**src/rtl/apt_pkg.sv**
```systemverilog
// Shared constants, group codes and helpers for the active priority tracker.
// Assumes a 64-bit priority word: slots in bits 31:0, non-maskable flag in bit 63.
package apt_pkg;

    localparam int WORD_W     = 64;
    localparam int SLOTS_PER  = 32;
    localparam int FLAG_BIT   = 63;
    localparam int NSFLAG_BIT = 62;
    localparam int NUM_GRP    = 3;
    localparam logic [63:0] IDLE_RPR = 64'h0000_0000_0000_00FF;

    typedef enum logic [1:0] {
        GRP_G0   = 2'd0,
        GRP_S1   = 2'd1,
        GRP_NS1  = 2'd2,
        GRP_NONE = 2'd3
    } grp_e;

    // Index of the lowest set bit of a 32-bit value (0 when the value is zero).
    function automatic logic [4:0] lowest_bit(input logic [31:0] v);
        logic [4:0] r;
        r = 5'd0;
        for (int k = SLOTS_PER - 1; k >= 0; k--) begin
            if (v[k]) r = 5'(k);
        end
        return r;
    endfunction

endpackage

```
**src/rtl/apt_group_bank.sv**
```systemverilog
// One group's active priority words.
// Applies, in this order, a drop, an activation and a write that address this group.
// Assumes the group code GRP_ID is 0..2; code 3 never matches a bank.
module apt_group_bank #(
    parameter int         WORDS  = 2,
    parameter int         SLOT_W = 6,
    parameter int         WIDX_W = 1,
    parameter bit         NMI_EN = 1'b1,
    parameter logic [1:0] GRP_ID = 2'd0
) (
    input  logic                     clk,
    input  logic                     rst_n,
    input  logic                     act_valid,
    input  logic [1:0]               act_grp,
    input  logic [SLOT_W-1:0]        act_slot,
    input  logic                     act_nmi,
    input  logic                     drop_valid,
    input  logic [1:0]               drop_grp,
    input  logic                     wr_valid,
    input  logic [1:0]               wr_grp,
    input  logic [WIDX_W-1:0]        wr_word,
    input  logic [63:0]              wr_data,
    output logic [WORDS-1:0][31:0]   slot_q,
    output logic [WORDS-1:0]         flag_q
);

    logic [WORDS-1:0][31:0] slot_d;
    logic [WORDS-1:0]       flag_d;
    logic                   drop_hit;
    logic                   act_hit;
    logic                   wr_hit;
    logic                   dropped;
    int                     act_word;

    assign drop_hit = drop_valid && (drop_grp == GRP_ID);
    assign act_hit  = act_valid  && (act_grp  == GRP_ID);
    assign wr_hit   = wr_valid   && (wr_grp   == GRP_ID);
    assign act_word = int'(act_slot) / apt_pkg::SLOTS_PER;

    // Next-state: drop, then activate, then write.
    always_comb begin
        slot_d  = slot_q;
        flag_d  = flag_q;
        dropped = 1'b0;
        if (drop_hit) begin
            for (int i = 0; i < WORDS; i++) begin
                if (!dropped && (slot_d[i] != 32'd0)) begin
                    slot_d[i] = slot_d[i] & (slot_d[i] - 32'd1);
                    flag_d[i] = 1'b0;
                    dropped   = 1'b1;
                end
            end
        end
        if (act_hit) begin
            for (int i = 0; i < WORDS; i++) begin
                if (i == act_word) begin
                    slot_d[i][act_slot[4:0]] = 1'b1;
                    if (NMI_EN && act_nmi) flag_d[i] = 1'b1;
                end
            end
        end
        if (wr_hit) begin
            for (int i = 0; i < WORDS; i++) begin
                if (i == int'(wr_word)) begin
                    slot_d[i] = wr_data[31:0];
                    flag_d[i] = NMI_EN ? wr_data[apt_pkg::FLAG_BIT] : 1'b0;
                end
            end
        end
    end

    // State register with synchronous clear.
    always_ff @(posedge clk) begin
        if (!rst_n) begin
            slot_q <= '0;
            flag_q <= '0;
        end else begin
            slot_q <= slot_d;
            flag_q <= flag_d;
        end
    end

endmodule

```
**src/rtl/apt_word_scan.sv**
```systemverilog
// Finds the most urgent active slot across all groups.
// Picks the lowest word index whose slot bits, ORed over groups, are non-zero,
// and the lowest set bit in it; also returns each group's flag for that word.
module apt_word_scan #(
    parameter int WORDS  = 2,
    parameter int WIDX_W = 1
) (
    input  logic [2:0][WORDS-1:0][31:0] slots,
    input  logic [2:0][WORDS-1:0]       flags,
    output logic                        found,
    output logic [WIDX_W-1:0]           idx,
    output logic [4:0]                  pos,
    output logic [2:0]                  sel_flags
);

    logic [WORDS-1:0][31:0] merged;

    // OR the three groups word by word.
    for (genvar w = 0; w < WORDS; w++) begin : g_merge
        assign merged[w] = slots[0][w] | slots[1][w] | slots[2][w];
    end

    // Select the lowest non-zero merged word.
    always_comb begin
        found     = 1'b0;
        idx       = '0;
        pos       = 5'd0;
        sel_flags = 3'b000;
        for (int i = WORDS - 1; i >= 0; i--) begin
            if (merged[i] != 32'd0) begin
                found     = 1'b1;
                idx       = WIDX_W'(i);
                pos       = apt_pkg::lowest_bit(merged[i]);
                sel_flags = {flags[2][i], flags[1][i], flags[0][i]};
            end
        end
    end

endmodule

```
**src/rtl/apt_rpr_compose.sv**
```systemverilog
// Builds the 64-bit running priority from the scan result.
// Assumes MIN_BPR is small enough that the scaled slot stays below bit 62.
module apt_rpr_compose #(
    parameter int WIDX_W  = 1,
    parameter int MIN_BPR = 2,
    parameter bit NMI_EN  = 1'b1
) (
    input  logic              found,
    input  logic [WIDX_W-1:0] idx,
    input  logic [4:0]        pos,
    input  logic [2:0]        sel_flags,
    input  logic              sec_disable,
    input  logic              cur_nonsecure,
    input  logic              has_el3,
    output logic [63:0]       rpr
);

    localparam int SHIFT = MIN_BPR + 1;

    logic [63:0] slot_num;
    logic [63:0] base;
    logic        nmi_ind;
    logic        nsnmi_ind;

    assign slot_num = 64'(idx) * 64'(apt_pkg::SLOTS_PER) + 64'(pos);
    assign base     = found ? (slot_num << SHIFT) : apt_pkg::IDLE_RPR;

    // Indicator bits exist only when non-maskable support is built in.
    if (NMI_EN) begin : g_nmi
        // Choose the flag sources by security configuration.
        always_comb begin
            if (sec_disable)        nmi_ind = |sel_flags;
            else if (cur_nonsecure) nmi_ind = sel_flags[apt_pkg::GRP_NS1];
            else                    nmi_ind = sel_flags[apt_pkg::GRP_S1];
            nsnmi_ind = has_el3 && sel_flags[apt_pkg::GRP_NS1];
        end
    end else begin : g_no_nmi
        assign nmi_ind   = 1'b0;
        assign nsnmi_ind = 1'b0;
    end

    // Merge indicators into the top bits; they are clear when idle.
    always_comb begin
        rpr = base;
        rpr[apt_pkg::FLAG_BIT]   = found && nmi_ind;
        rpr[apt_pkg::NSFLAG_BIT] = found && nsnmi_ind;
    end

endmodule

```
**src/rtl/nmi_active_prio_tracker.sv**
```systemverilog
// Active priority tracker for group 0, secure group 1 and non-secure group 1,
// each word carrying a non-maskable flag, with a running priority output.
// Assumes WORDS is 1..4 and that inputs are synchronous to clk.
module nmi_active_prio_tracker #(
    parameter  int WORDS   = 2,
    parameter  int MIN_BPR = 2,
    parameter  bit NMI_EN  = 1'b1,
    localparam int SLOT_W  = $clog2(WORDS * 32),
    localparam int WIDX_W  = (WORDS > 1) ? $clog2(WORDS) : 1
) (
    input  logic              clk,
    input  logic              rst_n,
    input  logic              act_valid,
    input  logic [1:0]        act_grp,
    input  logic [SLOT_W-1:0] act_slot,
    input  logic              act_nmi,
    input  logic              drop_valid,
    input  logic [1:0]        drop_grp,
    input  logic              wr_valid,
    input  logic [1:0]        wr_grp,
    input  logic [WIDX_W-1:0] wr_word,
    input  logic [63:0]       wr_data,
    input  logic              sec_disable,
    input  logic              cur_nonsecure,
    input  logic              has_el3,
    output logic [63:0]       rpr
);

    logic [2:0][WORDS-1:0][31:0] grp_slots;
    logic [2:0][WORDS-1:0]       grp_flags;
    logic                        scan_found;
    logic [WIDX_W-1:0]           scan_idx;
    logic [4:0]                  scan_pos;
    logic [2:0]                  scan_flags;

    // One bank per group.
    for (genvar g = 0; g < apt_pkg::NUM_GRP; g++) begin : g_bank
        apt_group_bank #(
            .WORDS  (WORDS),
            .SLOT_W (SLOT_W),
            .WIDX_W (WIDX_W),
            .NMI_EN (NMI_EN),
            .GRP_ID (2'(g))
        ) u_bank (
            .clk        (clk),
            .rst_n      (rst_n),
            .act_valid  (act_valid),
            .act_grp    (act_grp),
            .act_slot   (act_slot),
            .act_nmi    (act_nmi),
            .drop_valid (drop_valid),
            .drop_grp   (drop_grp),
            .wr_valid   (wr_valid),
            .wr_grp     (wr_grp),
            .wr_word    (wr_word),
            .wr_data    (wr_data),
            .slot_q     (grp_slots[g]),
            .flag_q     (grp_flags[g])
        );
    end

    apt_word_scan #(
        .WORDS  (WORDS),
        .WIDX_W (WIDX_W)
    ) u_scan (
        .slots     (grp_slots),
        .flags     (grp_flags),
        .found     (scan_found),
        .idx       (scan_idx),
        .pos       (scan_pos),
        .sel_flags (scan_flags)
    );

    apt_rpr_compose #(
        .WIDX_W  (WIDX_W),
        .MIN_BPR (MIN_BPR),
        .NMI_EN  (NMI_EN)
    ) u_compose (
        .found         (scan_found),
        .idx           (scan_idx),
        .pos           (scan_pos),
        .sel_flags     (scan_flags),
        .sec_disable   (sec_disable),
        .cur_nonsecure (cur_nonsecure),
        .has_el3       (has_el3),
        .rpr           (rpr)
    );

endmodule

```
**config.mk**
```make
export PLATFORM = sky130hd
export DESIGN_NAME = nmi_active_prio_tracker
export DESIGN_NICKNAME = d
export VERILOG_FILES = /design/src/rtl/apt_pkg.sv /design/src/rtl/apt_group_bank.sv /design/src/rtl/apt_word_scan.sv /design/src/rtl/apt_rpr_compose.sv /design/src/rtl/nmi_active_prio_tracker.sv
export SDC_FILE = /design/constraint.sdc
export NUM_CORES = 1
export LEC_CHECK = 0
export ABC_CLOCK_PERIOD_IN_PS = 3800
export BUFFER_PORTS_ARGS = -buffer_cell sky130_fd_sc_hd__buf_2
export CORE_UTILIZATION = 35
export CTS_CLUSTER_DIAMETER = 50
export DETAILED_ROUTE_END_ITERATION = 7
export PLACE_DENSITY = 0.56
export SLEW_MARGIN = 20
export SYNTH_ARGS = -nofsm -noshare
export SYNTH_HDL_FRONTEND = slang
export SYNTH_SLANG_ARGS = --single-unit
export TNS_END_PERCENT = 100
```
**constraint.sdc**
```tcl
create_clock -name clk -period 3.8 [get_ports clk]
set_input_delay 0.76 -clock clk [delete_from_list [all_inputs] [get_ports clk]]
set_output_delay 0.76 -clock clk [all_outputs]
set_load 0.005 [all_outputs]
```
* Yosys cells after proc, flatten, opt, wreduce, memory -nomap -nowiden *
Index checks and enable logic that the tools add are counted.

storage, ports and cells
  input port bits = 86
  memory bits (read-only) = 0
  register bits = 198
  bits in writable memories = 0
  bits in latches = 0
  output and inout port bits = 64
  memories = 0
  logic and storage cells = 214

operators by class
  multipliers = 0
  $lt $le $gt $ge = 2
  div/mod/pow operators = 0
  shift-type cells = 0
  equal/unequal tests = 6
  reduce and logical (&&, ||, !) cells = 32
  bitwise operators = 16
  add/sub/neg operators = 7
  mux-type cells = 142

operator list
  operator                                                     count
  two-way mux 32 bit                                           18
  two-way mux 64 bit                                           9
  two-way mux 5 bit                                            66
  OR 32 bit                                                    10
  nonzero test 32 bit                                          8
  AND 32 bit                                                   6
  subtractor 32 x 1 -> 32 bit (second input constant)          6
  two-way mux 62 bit                                           1
  two-way mux 1 bit                                            36
  logical NOT 32 bit                                           1
  two-way mux 2 bit                                            9
  logical AND 1 bit                                            16
  adder 6 x 5 -> 7 bit                                         1
  == test 2 x 1 -> 1 bit (second input constant)               3
  == test 2 bit (second input constant)                        3
  logical NOT 2 bit                                            3
  less-than comparator 5 x 6 -> 1 bit (second input constant)  1
  two-way mux 3 bit                                            2
  demux 1 bit (select 5 bit)                                   1
  >= comparator 5 x 1 -> 1 bit (second input constant)         1
  logical NOT 1 bit                                            3
  OR reduction 3 bit                                           1

* Longest topological paths before layout *
Gate-level depths: netlist of the first run.

  word-level depth = 38
  depth in mapped cells = 8
  mapped depth without buffers = 7

* Cells and area by module *
From an unflattened synthesis of the first run, not the netlist that was laid out.

unflattened totals
  cells, all modules = 1777
  area, all modules = 13259.0 um2

modules (own cells, without submodules)
  module                             area an instance (um2)  seq. area each (um2)  times used  cells each
  apt_group_bank (g_bank[0].u_bank)  3893.7                  1321.3                1           510
  apt_group_bank (g_bank[1].u_bank)  3877.5                  1321.3                1           500
  apt_group_bank (g_bank[2].u_bank)  3798.6                  1321.3                1           492
  apt_word_scan                      1198.6                  0.0                   1           207
  apt_rpr_compose                    490.5                   0.0                   1           68

* Worst setup path after synthesis of the first run *
No wires, ideal clock.

  kind = register to output
  start = reg g_bank[0].u_bank.slot_q[31] (netlist name)
  end = out rpr[63]
  path slack = 0.725 ns
  buffers on the path = 0
  cell stages (with the launch flop) = 8
  data required time = 3.040 ns
  data arrival time = 2.315 ns
  path through = dfxtp_1 > or3_1 > or4_1 > nor3_1 > nand3_1 > nor2b_1 > a22oi_1 > a311oi_1

on the way
  cells in the longest elaborated chain, start to end = 7
  elaborated cells between the ends (all ways) = 9
  those cells by class = mux (4); bitwise (2); reduce/logical (3)

ends and longest elaborated chain
  item                                                     line                                          text
  from (decl)                                              apt_group_bank.sv:23                          output logic [WORDS-1:0][31:0] slot_q,
  from (signal assigned)                                   apt_group_bank.sv:78                          slot_q <= slot_d;
  OR 32 bit (*) (2 in a row)                               apt_word_scan.sv:20                           assign merged[w] = slots[0][w] | slots[1][w] | slots[2][w];
  nonzero test 32 bit (*)                                  apt_word_scan.sv:30                           if (merged[i] != 32'd0) begin
  two-way mux 3 bit                                        apt_word_scan.sv:30
  OR reduction 3 bit or two-way mux 1 bit (tied branches)  apt_rpr_compose.sv:32, apt_rpr_compose.sv:33
  two-way mux 1 bit                                        apt_rpr_compose.sv:32                         if (sec_disable) nmi_ind = |sel_flags;
  logical AND 1 bit (*)                                    apt_rpr_compose.sv:45                         rpr[apt_pkg::FLAG_BIT] = found && nmi_ind;
  to (decl)                                                nmi_active_prio_tracker.sv:26                 output logic [63:0] rpr

Mark *: on every way between the ends. The rest lies on a longest branch, timed or not.

* Worst setup path in the final report of the first run *
  start = reg g_bank[1].u_bank.slot_q[39] (netlist name)
  end = out rpr[63]

on the way
  cells in the longest elaborated chain, start to end = 8
  elaborated cells between the ends (all ways) = 11
  those cells by class = mux (6); bitwise (2); reduce/logical (3)

ends and longest elaborated chain
  item                                                     line
  from (decl)                                              apt_group_bank.sv:23
  from (signal assigned)                                   apt_group_bank.sv:78
  OR 32 bit (*) (2 in a row)                               apt_word_scan.sv:20
  nonzero test 32 bit (*)                                  apt_word_scan.sv:30
  two-way mux 3 bit (2 in a row)                           apt_word_scan.sv:30
  OR reduction 3 bit or two-way mux 1 bit (tied branches)  apt_rpr_compose.sv:32, apt_rpr_compose.sv:33
  two-way mux 1 bit                                        apt_rpr_compose.sv:32
  logical AND 1 bit (*)                                    apt_rpr_compose.sv:45

Marks and branches as above.

==> flow_summary.yaml, run 1 <==
grt:
  grt_overflow: 0
  antenna_found_initial: 3
  grt_max_degree: 75
  grt.total_usage: 0.287
  first_global_vias: 12213
  grt_first_pass_wirelength_um: 76800
synth:
  ys_seq_area_frac: 0.331
  yosysWarnings: 0
  syn_avg_cell_area_um2: 7.35
  synth_top_area_frac: 0.331
  synth_top_area_cell: "dfxtp_1"
  yosysUniqueCellTypes: 68
  synth_flop_cell: "dfxtp_1"
  synth_seq_cells: 198
  synthArstFlopShare: 0
  synth.area.top_cells: "dfxtp_1 33%, o21ai_0 11%, a21oi_1 8.2%"
  synth-edff-count: 0
  synth_cells: 1628
  synth_area_mm2: 0.0120
critical_path:
  startpoint_type: "flop"
  crit_required_ns: 3.04
  slowest_delay_ns: 0.57
  cp-end-kind: "output pin"
  crit_type: "reg -> out"
  cp_max_fo: 5
  worstPathArrival_ns: 2.96
  slowest_stage: "or4_4"
  cp_common_cell: "buf_4"
  cp_cell_sequence: "or4_4 > nor4_4 > buf_4 > nor4bb_4 > nand3_1 > buf_4 > o31a_1 > o21ai_0 > a311oi_1 > buf_2"
timing:
  whs_ns: 0.489
  fin_crit_sh: 0.979
  fmax_mhz: 269
  hold_viol: 0
  tns_ns: 0
  clock-skew-final_ns: 0.0135
  slew_headroom: 0.296
  slew_violations: 0
  setup_viol: 0
  worstMarginPinSlew_ns: 1.05
  rsz0062_at_grt: "yes"
  final.min_clock_period_ns: 3.72
clock_network:
  clk_pin_slew_ns: 0.08
  clockBufferDepth: 2
  tritoncts: "yes"
  htreeDepth: 4
  cts_buffers: 17
  cts_root_buffer: "clkbuf_16"
  clock_latency_ns: 0.46
  hold_buffers: 0
  cts_sinks: 198
detailed_routing:
  wl_um: 51600
  vias: 13841
  viasPerCell: 6.52
  drt_pre_antenna_iters: 7
  drc: 0
  wire_per_inst_um: 24.3
  drtAntennaViolNets: 0
  drtIter0Drc: 1675
placed_design:
  placed_area_mm2: 0.0127
  place_hpwl_um: 37500
  place.gp.congestion: 0.956
  dpl.cell_count: 2089
  port_buffers: 65
finish:
  layout-drive-gt1-share: 0.126
  instances_no_fill: 2122
  fillers: 3551
  layout_common_cells: "254 x o21ai_0, 198 x dfxtp_1, 196 x a21oi_1, 141 x nor2_1, 88 x nand2_1"
  final_area_mm2: 0.0134
  nets: 1746
  final_common_cell: "o21ai_0"
  syn_to_final_growth_pct: 11.9
status:
  status: "completed"
pwr:
  p_leak_nw: 4.69
  power.total_mw: 5.30
  peakVddDrop_mv: 0.351
  p_per_area_mw_per_mm2: 396
floorplan:
  dieArea_mm2: 0.0349
  start_util: 0.356
  die_w_um: 187
  rows: 67
  die_h_um: 187
  core-area_mm2: 0.0336
  ioPinCount: 150
job:
  max_cap_viol_count: 0
min_path:
  hp-class: "reg -> reg"
==> layout make-up <==
class                           count  area [um2]  share of cell area
Clock inverter                     13         136              0.0102
Multi-Input combinational cell   1321        7550               0.564
Timing Repair Buffer              118         729              0.0545
Tap cell                          448         561              0.0419
Clock buffer                       18         429              0.0321
Inverter                            4        15.0             0.00112
Antenna cell                        2        5.00            0.000374
Sequential cell                   198        3960               0.296
==> report_power, final <==
group	switching, mW	internal [mW]	total [mW]
Clock	0.921	0.925	1.85
Sequential	0.105	2.15	2.26
Combinational	0.776	0.423	1.20
==> layer usage <==
metal / vias to the layer above / share of wire / track usage
met4: 2 / 0.049 / 0.135
li1: 6224 / - / -
met5: - / 0.00017 / 0
met2: 852 / 0.43 / 0.427
met3: 133 / 0.10 / 0.0574
met1: 6630 / 0.43 / 0.396
==> synthesized netlist by cell type (4+ instances only) <==
master	number
a31oi_1	49
or4_1	18
or2_2	20
a221oi_1	30
dfxtp_1	198
and3_1	6
nor4_1	62
nand2b_1	9
clkbuf_1	100
nand4b_1	4
a22oi_1	9
o21ai_0	256
o31ai_1	34
a32oi_1	17
nor3b_1	6
nor2b_1	7
a211oi_1	7
o41ai_1	24
nor2_1	142
nor3_1	88
inv_1	4
a2111oi_0	7
o211ai_1	7
o31a_1	10
or3_1	32
and2_1	12
nand3b_1	10
and3b_1	6
or4_4	4
o21bai_1	4
o211a_1	5
nand3_1	35
nand4_1	19
nand2_1	88
buf_4	55
a21oi_1	197
==> stage by stage <==
stage,utilization,worst slack (ns)
floorplan,-,0.725
global placement,0.377,0.237
detailed placement,0.377,0.207
CTS,0.396,0.00992
global route,0.398,-0.0380
finish,0.398,0.0782
==> worst max-delay path, delay by kind of cell (launching register included) <==
kind	cells	cell delay, ns
AND/OR/NAND/NOR	4	1.31
buffers and inverters	3	0.50
AO/OA/AOI/OAI	3	0.32
flip-flops	1	0.37
==> what timing repair did <==
item,4_1_cts,5_1_grt
gates resized for setup,11,14
buffers inserted,0,0
setup endpoints to repair,5,5
pin swaps,1,2
==> worst paths after layout <==
kind | from | to | slack [ns] | depth (start not counted)
min | g_bank[2].u_bank.slot_q[54]$_SDFF_PN0_ | g_bank[2].u_bank.slot_q[54]$_SDFF_PN0_ | 0.49 | 2
max | g_bank[1].u_bank.slot_q[39]$_SDFF_PN0_ | rpr[63] | 0.08 | 10
min reg2reg | g_bank[2].u_bank.slot_q[54]$_SDFF_PN0_ | g_bank[2].u_bank.slot_q[54]$_SDFF_PN0_ | 0.49 | 2
max reg2reg | g_bank[2].u_bank.slot_q[22]$_SDFF_PN0_ | g_bank[2].u_bank.slot_q[57]$_SDFF_PN0_ | 0.39 | 7
==> sequential cells by signal, summed over array words and instances, names as in the netlist <==
signal                flops
g_bank.u_bank.slot_q    192
g_bank.u_bank.flag_q      6
==> logic make-up (layout without fill, tap and decap cells) <==
family	count (synthesis)	count (layout)	share of synthesized area
compound gates	685	685	0.344
simple gates	583	583	0.257
flops	198	198	0.331
buf+inv	161	153	0.0678
other cells	1	55	0.000313
(Power assumes the default switching activity.)
==> run 2: changes to the inputs <==
--- a/config.mk
+++ b/config.mk
@@ -5,12 +5,12 @@
 export SDC_FILE = /design/constraint.sdc
 export NUM_CORES = 1
 export LEC_CHECK = 0
-export ABC_CLOCK_PERIOD_IN_PS = 3800
+export ABC_CLOCK_PERIOD_IN_PS = 4600
 export BUFFER_PORTS_ARGS = -buffer_cell sky130_fd_sc_hd__buf_2
 export CORE_UTILIZATION = 35
-export CTS_CLUSTER_DIAMETER = 50
 export DETAILED_ROUTE_END_ITERATION = 7
 export PLACE_DENSITY = 0.56
+export REMOVE_ABC_BUFFERS = 1
 export SLEW_MARGIN = 20
 export SYNTH_ARGS = -nofsm -noshare
 export SYNTH_HDL_FRONTEND = slang
==> constraint.sdc (replaced) <==
create_clock -name clk -period 4.6 [get_ports clk]
set_input_delay 0.92 -clock clk [delete_from_list [all_inputs] [get_ports clk]]
set_output_delay 0.92 -clock clk [all_outputs]
set_load 0.005 [all_outputs]
==> flow_summary.yaml, run 2 (synthesis results as in run 1) <==
status:
  status: "completed"
finish:
  final_area_mm2: 0.0131
  layout-drive-gt1-share: 0.110
  fin_util: 0.391
  largest_reg_flops: 192
  syn_to_final_growth_pct: 9.80
  nets: 1728
  layout_common_cells: "256 x o21ai_0, 198 x dfxtp_1, 197 x a21oi_1, 140 x nor2_1, 88 x nand2_1"
  largest_register: "g_bank.u_bank.slot_q"
  largestRegisters: "g_bank.u_bank.slot_q: 192 flops, g_bank.u_bank.flag_q: 6 flops"
  instances_no_fill: 2103
  final_common_cell: "o21ai_0"
  diodes: 0
clock_network:
  clockBufferDepth: 2
  cts_root_buffer: "clkbuf_16"
  cts_sinks: 198
  tritoncts: "yes"
  htreeDepth: 4
  cts_buffers: 17
  clock_latency_ns: 0.46
  clk_pin_slew_ns: 0.08
floorplan:
  ioPinCount: 150
  die_w_um: 187
  core-area_mm2: 0.0336
  dieArea_mm2: 0.0349
  start_util: 0.356
  die_h_um: 187
  rows: 67
detailed_routing:
  wire_per_inst_um: 24.8
  drc: 0
  viasPerCell: 6.49
  vias: 13655
  drt_pre_antenna_iters: 5
  drtIter0Drc: 1578
  wl_um: 52200
  drtAntennaViolNets: 0
timing:
  tns_ns: 0
  whs_ns: 0.497
  slew_violations: 0
  clock-skew-final_ns: 0.0235
  worstMarginPinSlew_ns: 1.14
  worst_slack_ns: 0.148
  rsz0062_at_grt: "no"
  fin_crit_sh: 0.968
  setup_viol: 0
  slew_headroom: 0.237
  hold_viol: 0
  fmax_mhz: 225
  final.min_clock_period_ns: 4.45
grt:
  antenna_found_initial: 3
  grt_first_pass_wirelength_um: 78700
  grt_overflow: 0
  first_global_vias: 12466
  grt_max_degree: 67
  grt.total_usage: 0.294
critical_path:
  startpoint_type: "flop"
  cp_max_fo: 5
  crit_required_ns: 3.68
  crit_type: "reg -> out"
  cp_cell_sequence: "or3_1 > or4_1 > nor3_1 > nand3_1 > nor2b_1 > a22oi_1 > a311oi_1 > buf_2"
  worstPathArrival_ns: 3.53
  slowest_stage: "nor2b_1"
  slowest_delay_ns: 0.52
  cp-end-kind: "output pin"
pwr:
  power.total_mw: 4.30
  peakVddDrop_mv: 0.251
  p_per_area_mw_per_mm2: 327
  switching_share: 0.343
  combinationalPowerShare: 0.216
  p_switching_mw: 1.47
  p_leak_nw: 4.56
  p_clk_frac: 0.352
  seqPwrFrac: 0.433
  p_int_mw: 2.83
placed_design:
  placed_area_mm2: 0.0126
  dpl.cell_count: 2071
  place.gp.congestion: 0.965
  port_buffers: 65
  dp_slack_ns: 0.647
  place_hpwl_um: 37800
job:
  max_cap_viol_count: 0
min_path:
  hp-class: "reg -> reg"
-- run 2: worst max-delay path, delay by kind of cell (launching register included) --
family / cells / cell delay, ns
flip-flops: 1 / 0.35
AO/OA/AOI/OAI: 2 / 0.47
buffers and inverters: 1 / 0.15
AND/OR/NAND/NOR: 5 / 2.11
-- run 2: area by class of cell --
| class | instances | area, um2 |
|---|---|---|
| Clock buffer | 19 | 453 |
| Inverter | 4 | 15.0 |
| Clock inverter | 13 | 116 |
| Fill cell | 3539 | 20500 |
| Multi-Input combinational cell | 1321 | 7440 |
| Timing Repair Buffer | 100 | 591 |
| Sequential cell | 198 | 3960 |
| Tap cell | 448 | 561 |
-- run 2: power by group through the flow --
stage | Sequential (mW) | Combinational, mW | Clock [mW]
floorplan | 1.87 | 0.534 | 0
finish | 1.86 | 0.927 | 1.51
CTS | 1.86 | 0.903 | 1.52
detailed placement | 1.90 | 0.898 | 0
global placement | 1.90 | 0.895 | 0
global route | 1.87 | 0.995 | 1.59
-- run 2: final timing paths --
check	startpoint	end	slack, ns	depth (start not counted)
worst max-delay path	g_bank[0].u_bank.slot_q[31]$_SDFF_PN0_	rpr[63]	0.15	8
worst min-delay path	g_bank[1].u_bank.slot_q[27]$_SDFF_PN0_	g_bank[1].u_bank.slot_q[27]$_SDFF_PN0_	0.50	2
worst max register to register	g_bank[1].u_bank.slot_q[25]$_SDFF_PN0_	g_bank[1].u_bank.slot_q[58]$_SDFF_PN0_	1.16	7
worst min register to register	g_bank[1].u_bank.slot_q[27]$_SDFF_PN0_	g_bank[1].u_bank.slot_q[27]$_SDFF_PN0_	0.50	2
-- run 2: timing repair --
action / CTS / global route
setup buffers: 0 / 0
resized for setup: 0 / 1
setup endpoints to repair: 0 / 4
hold buffers: 0 / 0
-- run 2: metal layers --
| metal | GRT usage | part of all wire |
|---|---|---|
| met5 | 0 | 0 |
| met4 | 0.145 | 0.046 |
| met3 | 0.0512 | 0.095 |
| met2 | 0.451 | 0.44 |
| met1 | 0.398 | 0.42 |
==> run 3: changes to the inputs <==
--- a/config.mk
+++ b/config.mk
@@ -5,11 +5,12 @@
 export SDC_FILE = /design/constraint.sdc
 export NUM_CORES = 1
 export LEC_CHECK = 0
+export ABC_AREA = 1
 export ABC_CLOCK_PERIOD_IN_PS = 4600
 export BUFFER_PORTS_ARGS = -buffer_cell sky130_fd_sc_hd__buf_2
 export CORE_UTILIZATION = 35
 export DETAILED_ROUTE_END_ITERATION = 7
-export PLACE_DENSITY = 0.56
+export PLACE_DENSITY = 0.55
 export REMOVE_ABC_BUFFERS = 1
 export SLEW_MARGIN = 20
 export SYNTH_ARGS = -nofsm -noshare
==> flow_summary.yaml, run 3 <==
status:
  status: "finished, violations left"
  violations: "design-rule violations"
detailed_routing:
  drc: 14
  viasPerCell: 5.85
  drtAntennaViolNets: 0
  drtIter0Drc: 1590
  drt_pre_antenna_iters: 8
  vias: 14205
  wire_per_inst_um: 21.4
  wl_um: 51900
synth:
  synth_seq_cells: 198
  synth_flop_cell: "dfxtp_1"
  synth_top_area_cell: "dfxtp_1"
  synth_most_common_cell: "nand2_1"
  synthArstFlopShare: 0
  synth_xor_area_frac: 0
  synth-compound-area-share: 0.270
  synth_top_area_frac: 0.312
  synth.area.top_cells: "dfxtp_1 31%, nand2_1 7.9%, nor2_1 7.5%"
  yosysUniqueCellTypes: 54
  synth-simple-area-share: 0.294
  ys_seq_area_frac: 0.312
  synthAdderAreaFrac: 0
  synth_cells: 1942
  ys_top_cells_by_count: "266 x nand2_1, 254 x nor2_1, 213 x inv_1, 198 x dfxtp_1, 179 x o21ai_0"
  syn_avg_cell_area_um2: 6.54
  yosysWarnings: 0
  synth_top_family_by_area: "simple AND/OR/NAND/NOR gates"
  synth-edff-count: 0
  synth_area_mm2: 0.0127
  synth_mux_area_frac: 0
clock_network:
  clock_latency_ns: 0.47
  cts_root_buffer: "clkbuf_16"
  cts_setup_buffers: 0
  cts_buffers: 17
  ctsResizeCount: 0
  hold_buffers: 0
  clk_pin_slew_ns: 0.07
  clockBufferDepth: 2
  tritoncts: "yes"
  htreeDepth: 4
  cts_sinks: 198
floorplan:
  rows: 69
  start_util: 0.356
  die_w_um: 193
  die_h_um: 193
  ioPinCount: 150
  core-area_mm2: 0.0357
  dieArea_mm2: 0.0371
finish:
  fillers: 3866
  largest_reg_flops: 192
  largest_register: "g_bank.u_bank.slot_q"
  layout-drive-gt1-share: 0.0879
  diodes: 0
  final_common_cell: "nand2_1"
  syn_to_final_growth_pct: 8.65
  layout_common_cells: "266 x nand2_1, 250 x nor2_1, 210 x inv_1, 198 x dfxtp_1, 179 x o21ai_0"
  nets: 2041
  instances_no_fill: 2429
  largestRegisters: "g_bank.u_bank.slot_q: 192 flops, g_bank.u_bank.flag_q: 6 flops"
timing:
  fin_crit_sh: 0.928
  final.min_clock_period_ns: 4.27
  tns_ns: 0
  hold_viol: 0
  whs_ns: 0.485
  fmax_mhz: 234
  rsz0062_at_grt: "no"
  clock-skew-final_ns: 0.0219
  worstMarginPinSlew_ns: 1.13
  slew_violations: 0
  setup_viol: 0
  slew_headroom: 0.245
grt:
  first_global_vias: 13060
  grt_max_degree: 101
  grt.total_usage: 0.281
  antenna_found_initial: 0
  grt_overflow: 0
  grt_first_pass_wirelength_um: 78400
critical_path:
  crit_required_ns: 3.68
  crit_type: "reg -> out"
  cp_max_fo: 6
  worstPathArrival_ns: 3.35
  cp-end-kind: "output pin"
  startpoint_type: "flop"
min_path:
  hp-class: "reg -> reg"
placed_design:
  place.gp.congestion: 0.938
  place_hpwl_um: 37800
  port_buffers: 65
  dpl.cell_count: 2397
pwr:
  peakVddDrop_mv: 0.226
  p_per_area_mw_per_mm2: 312
  p_leak_nw: 5.89
  power.total_mw: 4.31
job:
  max_cap_viol_count: 0
## run 3: stage by stage
step                      worst slack [ns]   util  cell area (um2)
final                                0.333  0.387            13800
after global routing                0.0189  0.387            13800
after CTS                            0.487  0.387            13800
after detailed placement             0.654  0.371            13200
after global placement               0.665  0.371            13200
after floorplan                    -0.0892      -            12100
## run 3: path summary, 6_finish.rpt
kind | slack, ns | end | from | cells past startpoint
max | 0.33 | rpr[4] | g_bank[0].u_bank.slot_q[34]$_SDFF_PN0_ | 8
min | 0.48 | g_bank[0].u_bank.flag_q[0]$_SDFF_PN0_ | g_bank[0].u_bank.flag_q[0]$_SDFF_PN0_ | 2
max reg2reg | 0.89 | g_bank[2].u_bank.slot_q[63]$_SDFF_PN0_ | g_bank[2].u_bank.slot_q[24]$_SDFF_PN0_ | 17
min reg2reg | 0.48 | g_bank[0].u_bank.flag_q[0]$_SDFF_PN0_ | g_bank[0].u_bank.flag_q[0]$_SDFF_PN0_ | 2
## run 3: metal layers
metal,routed length (um),GRT usage,vias up
met5,0,0,-
met3,4510,0.0451,81
met1,22800,0.387,6675
li1,-,-,6739
met2,23000,0.438,710
met4,1660,0.104,0
## run 3: worst max-delay path: stages (launching register included)
cell	delay, ns
dfxtp_1	0.40
nor3_1	0.35
nand4_1	0.22
nor4_1	0.75
nand4_1	0.33
nor2_1	0.45
inv_1	0.11
nand3_1	0.15
buf_2	0.13
## run 3: final cells by class
type / instances / area [um2] / area share
clock inverter: 14 / 116 / 0.00843
sequential: 198 / 3960 / 0.287
clock buffer: 18 / 439 / 0.0318
inverter: 219 / 822 / 0.0596
tap: 461 / 577 / 0.0418
timing repair buffer: 88 / 500 / 0.0363
multi-input combinational: 1431 / 7380 / 0.535
## run 3: kinds of logic after synthesis
group                  count (synthesis)
AOI/OAI and AO/OA                    540
buffers and inverters                365
DFF                                  198
other                                  1
and+or+nand+nor                      838
## run 3: where the power goes
part	switching [mW]	total (mW)	leakage (nW)	internal (mW)
clock network	0.782	1.50	0.268	0.723
registers	0.0777	1.86	1.61	1.78
logic	0.670	0.952	4.02	0.281
